<file path="src/rtl/tsc_pkg.sv">
package tsc_pkg;
   typedef enum logic [1:0] {
      TSC_NONE = 2'd0,
      TSC_CTL  = 2'd1,
      TSC_LO   = 2'd2,
      TSC_HI   = 2'd3
   } tsc_sel_e;
endpackage

</file>
<file path="src/rtl/tsc_count_core.sv">
module tsc_count_core #(
   parameter int CNT_W     = 64,
   parameter int SEG_W     = 16,
   parameter bit SEGMENTED = 1'b1
) (
   input  logic             clk,
   input  logic             rst_n,
   input  logic             tick,
   output logic [CNT_W-1:0] cnt
);
   localparam int NSEG = CNT_W / SEG_W;

   if (CNT_W % SEG_W != 0) begin : g_bad_seg
      $error("CNT_W must be a multiple of SEG_W");
   end

   if (SEGMENTED) begin : g_seg
      logic [NSEG-1:0][SEG_W-1:0] seg_q;
      logic [NSEG:0]              carry;
      assign carry[0] = tick;
      for (genvar g = 0; g < NSEG; g++) begin : g_s
         logic [SEG_W-1:0] nxt;
         assign {carry[g+1], nxt} = {1'b0, seg_q[g]} + (SEG_W+1)'(carry[g]);
         always_ff @(posedge clk) begin
            if (!rst_n) seg_q[g] <= '0;
            else        seg_q[g] <= nxt;
         end
      end
      assign cnt = seg_q;
   end else begin : g_flat
      logic [CNT_W-1:0] cnt_q;
      always_ff @(posedge clk) begin
         if (!rst_n) cnt_q <= '0;
         else        cnt_q <= cnt_q + CNT_W'(tick);
      end
      assign cnt = cnt_q;
   end
endmodule

</file>
<file path="src/rtl/tsc_addr_decode.sv">
module tsc_addr_decode
   import tsc_pkg::*;
#(
   parameter int ADDR_W  = 4,
   parameter int OFF_CTL = 0,
   parameter int OFF_LO  = 4,
   parameter int OFF_HI  = 8
) (
   input  logic [ADDR_W-1:0] addr,
   output tsc_sel_e          sel
);
   always_comb begin
      if (addr == ADDR_W'(OFF_CTL))     sel = TSC_CTL;
      else if (addr == ADDR_W'(OFF_LO)) sel = TSC_LO;
      else if (addr == ADDR_W'(OFF_HI)) sel = TSC_HI;
      else                              sel = TSC_NONE;
   end
endmodule

</file>
<file path="src/rtl/tsc_snap_bank.sv">
module tsc_snap_bank
   import tsc_pkg::*;
#(
   parameter int REG_W   = 32,
   parameter int CLR_BIT = 0,
   parameter int LAT_BIT = 1
) (
   input  logic               clk,
   input  logic               rst_n,
   input  logic               wr_en,
   input  tsc_sel_e           wr_sel,
   input  logic [REG_W-1:0]   wr_data,
   input  tsc_sel_e           rd_sel,
   input  logic [2*REG_W-1:0] cnt,
   output logic [REG_W-1:0]   rd_data,
   output logic [REG_W-1:0]   snap_lo,
   output logic [REG_W-1:0]   snap_hi
);
   localparam logic [REG_W-1:0] CMD_MASK =
      (REG_W'(1) << CLR_BIT) | (REG_W'(1) << LAT_BIT);

   logic [REG_W-1:0] ctl_q;

   always_ff @(posedge clk) begin
      if (!rst_n) begin
         ctl_q   <= '0;
         snap_lo <= '0;
         snap_hi <= '0;
      end else if (wr_en) begin
         unique case (wr_sel)
            TSC_CTL: begin
               ctl_q <= wr_data & ~CMD_MASK;
               if (wr_data[CLR_BIT]) begin
                  snap_lo <= '0;
                  snap_hi <= '0;
               end else if (wr_data[LAT_BIT]) begin
                  snap_lo <= cnt[REG_W-1:0];
                  snap_hi <= cnt[2*REG_W-1:REG_W];
               end
            end
            TSC_LO:   snap_lo <= wr_data;
            TSC_HI:   snap_hi <= wr_data;
            default:  ;
         endcase
      end
   end

   always_comb begin
      unique case (rd_sel)
         TSC_CTL: rd_data = ctl_q;
         TSC_LO:  rd_data = snap_lo;
         TSC_HI:  rd_data = snap_hi;
         default: rd_data = '0;
      endcase
   end
endmodule

</file>
<file path="src/rtl/tick_snapshot_ctr.sv">
module tick_snapshot_ctr
   import tsc_pkg::*;
#(
   parameter int REG_W     = 32,
   parameter int SEG_W     = 16,
   parameter bit SEGMENTED = 1'b1,
   parameter int ADDR_W    = 4,
   parameter int OFF_CTL   = 0,
   parameter int OFF_LO    = 4,
   parameter int OFF_HI    = 8,
   parameter int CLR_BIT   = 0,
   parameter int LAT_BIT   = 1
) (
   input  logic              clk,
   input  logic              rst_n,
   input  logic              tick,
   input  logic              wr_en,
   input  logic [ADDR_W-1:0] wr_addr,
   input  logic [REG_W-1:0]  wr_data,
   input  logic [ADDR_W-1:0] rd_addr,
   output logic [REG_W-1:0]  rd_data
);
   localparam int CNT_W = 2 * REG_W;

   if (CLR_BIT == LAT_BIT || CLR_BIT >= REG_W || LAT_BIT >= REG_W) begin : g_bad_bits
      $error("command bits must be distinct and inside the register");
   end
   if (OFF_CTL == OFF_LO || OFF_CTL == OFF_HI || OFF_LO == OFF_HI) begin : g_bad_map
      $error("register offsets must be distinct");
   end
   if (OFF_HI >= (1 << ADDR_W) || OFF_LO >= (1 << ADDR_W) || OFF_CTL >= (1 << ADDR_W)) begin : g_bad_addr
      $error("register offset does not fit ADDR_W");
   end

   logic [CNT_W-1:0] cnt_q;
   logic [REG_W-1:0] snap_lo_q, snap_hi_q;
   tsc_sel_e         wr_sel, rd_sel;

   tsc_count_core #(.CNT_W(CNT_W), .SEG_W(SEG_W), .SEGMENTED(SEGMENTED)) u_core (
      .clk(clk), .rst_n(rst_n), .tick(tick), .cnt(cnt_q)
   );

   tsc_addr_decode #(.ADDR_W(ADDR_W), .OFF_CTL(OFF_CTL), .OFF_LO(OFF_LO), .OFF_HI(OFF_HI))
      u_wr_dec (.addr(wr_addr), .sel(wr_sel));
   tsc_addr_decode #(.ADDR_W(ADDR_W), .OFF_CTL(OFF_CTL), .OFF_LO(OFF_LO), .OFF_HI(OFF_HI))
      u_rd_dec (.addr(rd_addr), .sel(rd_sel));

   tsc_snap_bank #(.REG_W(REG_W), .CLR_BIT(CLR_BIT), .LAT_BIT(LAT_BIT)) u_bank (
      .clk(clk), .rst_n(rst_n), .wr_en(wr_en), .wr_sel(wr_sel), .wr_data(wr_data),
      .rd_sel(rd_sel), .cnt(cnt_q), .rd_data(rd_data),
      .snap_lo(snap_lo_q), .snap_hi(snap_hi_q)
   );
endmodule

</file>
<file path="config.mk">
export PLATFORM = sky130hd
export DESIGN_NAME = tick_snapshot_ctr
export DESIGN_NICKNAME = d
export VERILOG_FILES = /design/src/rtl/tsc_pkg.sv /design/src/rtl/tsc_count_core.sv /design/src/rtl/tsc_addr_decode.sv /design/src/rtl/tsc_snap_bank.sv /design/src/rtl/tick_snapshot_ctr.sv
export SDC_FILE = /design/constraint.sdc
export NUM_CORES = 1
export LEC_CHECK = 0
export BUFFER_PORTS_ARGS = -buffer_cell sky130_fd_sc_hd__buf_2
export CORE_ASPECT_RATIO = 1.5
export CORE_UTILIZATION = 30
export CTS_CLUSTER_DIAMETER = 60
export DETAILED_ROUTE_END_ITERATION = 6
export PLACE_DENSITY = 0.51
export RECOVER_POWER = 100
export REMOVE_ABC_BUFFERS = 1
export SKIP_CTS_REPAIR_TIMING = 1
export SYNTH_ARGS = -nofsm -noshare
export SYNTH_HDL_FRONTEND = slang
export SYNTH_HIERARCHICAL = 1
export SYNTH_SLANG_ARGS = --single-unit
</file>
<file path="constraint.sdc">
create_clock -name clk -period 4.8 [get_ports clk]
set_clock_uncertainty 0.15 [all_clocks]
set_input_delay 0.24 -clock clk [delete_from_list [all_inputs] [get_ports clk]]
set_output_delay 0.24 -clock clk [all_outputs]
set_load 0.01 [all_outputs]
</file>
==> impl_metrics.tcl <==
set metrics [dict create \
    worst_ep_arrival_time_ns 4.63 \
    cell_internal_pwr_mw 2.13 \
    max_slew_margin_pct -82.3 \
    critical_path.reg2reg.startpoint "u_core/cnt[0]" \
    worst_setup_path_endpoint "u_core/cnt[60]" \
    irDropWorstVdd_v 0.000243 \
    p_leak_nw 3.52 \
    worst_pin_slew_ns 2.73 \
    rsz0062_at_grt "no" \
    drtIter0Drc 386 \
    crit-reg2reg-capture "u_core/cnt[60]" \
    r2r_setup_slack_ns 0.34 \
    finalSetupTns_ns 0 \
    combPwrFrac_pct 8.2 \
    critical_path.startpoint_type "flip-flop" \
    die_height_um 201 \
    clock-root-buffer "sky130_fd_sc_hd__clkbuf_16" \
    antennaDiodeCount 0 \
    min_hold_slack_ns -0.0126 \
    h-tree-depth 4 \
    slew_viol_final 190 \
    final_setup_viols 0 \
    synthesis.instances 936 \
    path_common_cell "sky130_fd_sc_hd__ha_1" \
    die-width_um 135 \
    cp_max_fo 5 \
    cts_made_buffers 17 \
    drcViolationCount 0 \
    power_mw 2.90 \
    async_flop_share_pct 0 \
    final_nets 1071 \
    switching_share_pct 26.8 \
    clock_transition_at_the_register_clock_pins_on_the_worst_setup_and_hold_paths_after_cts_ns 0.07 \
    worst_path_max_delay_cell "sky130_fd_sc_hd__or4_4" \
    layout_worst_path_cycle_share_pct 93.0 \
    dominantRegCellSynth "sky130_fd_sc_hd__dfxtp_1" \
    final_layout_size_suffix_gt1_share_pct 14.0 \
    placement_rows 72 \
    vias 7141 \
    max_clock_freq_mhz 224 \
    drt-vias-per-instance 5.24 \
    grt_first_pass_wirelength_um 39200 \
    yosys_warnings 6 \
    fin_crit_ns 4.46 \
    core_um2 25900 \
    timing.critical_path.required_ns 4.97 \
    netSwitchingPower_mw 0.779 \
    status "complete, but fails checks" \
    synth.ff_latch_count 158 \
    drtPass1Iterations 4 \
    antenna_found_initial 0 \
    worstSetupEndpointType "flip-flop" \
    syn_to_final_growth_pct 19.4 \
    avgSynthCellArea_um2 8.49 \
    synth.cell_area_um2 7950 \
    grt_overflow_total 0 \
    register_area_um2 3160 \
    finalWirelength_um 24700 \
    grt_pass1_vias 7006 \
    design.die.area_um2 27200 \
    power.share.clock_pct 45.2 \
    clock_tree_from_tritoncts "done" \
    power_density_nw_per_um2 306 \
    clock-sinks 158 \
    hold_path_class "in2reg" \
    floorplan.initialDensity_pct 30.6 \
    multiInputGateArea_um2 4470 \
    fillers 2753 \
    cts-root-to-sink-buffers 2 \
    io_pins 76 \
    final_core_utilization_pct 36.6 \
    mostFrequentLayoutCells "158 x sky130_fd_sc_hd__dfxtp_1, 109 x sky130_fd_sc_hd__nand2_1, 66 x sky130_fd_sc_hd__a21oi_1" \
    post_synth_num_cell_types 43 \
    insertion_delay_ns 0.43 \
    crit_path_cell_trace "ha_1 -> ha_1 -> nand2_1 -> or3_4 -> nor3_4 -> ha_1 -> ha_1 -> nand2_1 -> or4_4 -> nor2_1 -> ha_1 -> ha_1 -> nand4_1 -> nor2_2 -> and4_1 -> ha_4 -> ha_2 -> nand2_1 -> nor4_2 -> xor2_1 -> and2_1" \
    antenna_left 0 \
    buffer_ports.inserted 75 \
    post_drt_wl_per_cell_um 18.1 \
    crit_type "reg2reg" \
    r2r.worst_path.cells 21 \
    place_congestion 0.811 \
    grt_start_max_net_pins 73 \
    global_route.usage.total_pct 18.6 \
    max_cap_violations 5 \
    failed_checks "hold timing, capacitance limit, slew limit" \
    critical_path.max_stage_delay_ns 0.44 \
    p_seq_share_pct 46.6 \
    final_count_of_hold_timing_violations 1 \
    timing.critical_path.from "u_core/cnt[0]" \
    hpwl_um 16100 \
    synth_edf_count 0 \
    most_frequent_standard_cell_in_the_layout_excluding_fill_and_tap_cells "sky130_fd_sc_hd__dfxtp_1" \
    synth_seq_area_share_pct 39.8 \
]
-- registers in the layout, summed over array words and instances, names as in the netlist --
| signal | cells |
|---|---|
| u_bank/ctl_q | 30 |
| u_bank/snap_hi | 32 |
| u_core/cnt | 64 |
| u_bank/snap_lo | 32 |
-- per-layer routing --
layer / vias up / part of all wire, % / track usage, %
met1: 3450 / 42 / 21.4
li1: 3524 / - / -
met3: 28 / 2.9 / 3.05
met5: - / 0 / 0
met4: 0 / 1.7 / 5.94
met2: 139 / 53 / 34.4
-- per-stage QoR --
step / hold WS (ns) / area, um^2 / worst slack [ns] / std cells
6_report: -0.0126 / 9490 / 0.337 / 1364
5_1_grt: 0.00204 / 9490 / 0.0466 / 1364
4_1_cts: -0.0954 / 9230 / -0.0654 / 1332
3_5_place_dp: 0.295 / 8670 / -0.0359 / 1300
3_3_place_gp: 0.289 / 8670 / 0.0820 / 1300
2_1_floorplan: 0.190 / 7630 / -0.00550 / 862
-- kinds of logic (layout without fill, tap and decap cells) --
logic type	count (synthesis)	in the layout	share of synthesized area (%)
buf+inv	85	180	4.53
xor+xnor	51	51	5.62
simple gates	307	307	21.0
flops	158	158	39.8
mux	34	34	4.76
fa+ha+maj	9	9	1.42
compound gates	292	292	22.9
-- power groups by stage --
stage / clock, mW / combinational (mW) / sequential, mW
after detailed placement: 0 / 0.226 / 1.38
after global routing: 1.39 / 0.265 / 1.36
after CTS: 1.34 / 0.226 / 1.35
final: 1.31 / 0.239 / 1.35
after global placement: 0 / 0.223 / 1.38
after floorplan: 0 / 0.106 / 1.38
-- worst max-delay path: cells and delay by family (launching register included) --
family                   cells  cell delay [ns]
XOR/XNOR                     1             0.10
adder cells (fa/ha/maj)      8             1.42
flip-flops                   1             0.34
AND/OR/NAND/NOR             12             2.35
-- worst min path at each step --
stage                     cells past startpoint        startpoint                 end
after floorplan                               1             wr_en  u_bank/snap_lo[10]
after global placement                        2  u_bank/ctl_q[18]    u_bank/ctl_q[18]
after detailed placement                      2  u_bank/ctl_q[17]    u_bank/ctl_q[17]
after CTS                                     3       wr_data[21]    u_bank/ctl_q[21]
after global routing                          3              tick       u_core/cnt[0]
final                                         3              tick       u_core/cnt[0]
-- layout make-up --
class | count | area share, %
Sequential cell | 158 | 33.3
Multi-Input combinational cell | 693 | 47.1
Clock buffer | 18 | 4.63
Tap cell | 333 | 4.39
Timing Repair Buffer | 137 | 8.85
Inverter | 11 | 0.435
Clock inverter | 14 | 1.27
-- synth_stat cells (20+ instances only) --
| cell type | number | share of area (%) |
|---|---|---|
| sky130_fd_sc_hd__a21oi_1 | 66 | 4.2 |
| sky130_fd_sc_hd__a22o_1 | 30 | 3.3 |
| sky130_fd_sc_hd__a31oi_1 | 30 | 2.4 |
| sky130_fd_sc_hd__and2_1 | 58 | 4.6 |
| sky130_fd_sc_hd__buf_2 | 33 | 2.1 |
| sky130_fd_sc_hd__clkbuf_1 | 37 | 1.7 |
| sky130_fd_sc_hd__dfxtp_1 | 158 | 40 |
| sky130_fd_sc_hd__mux2_2 | 30 | 4.3 |
| sky130_fd_sc_hd__nand2_1 | 109 | 5.1 |
| sky130_fd_sc_hd__nand3_1 | 26 | 1.6 |
| sky130_fd_sc_hd__nor3b_1 | 33 | 3.1 |
| sky130_fd_sc_hd__o21a_1 | 30 | 2.8 |
| sky130_fd_sc_hd__o21ai_0 | 59 | 3.7 |
| sky130_fd_sc_hd__o22ai_1 | 30 | 2.4 |
| sky130_fd_sc_hd__xnor2_1 | 20 | 2.2 |
| sky130_fd_sc_hd__xor2_1 | 31 | 3.4 |
(Power assumes the default switching activity.)
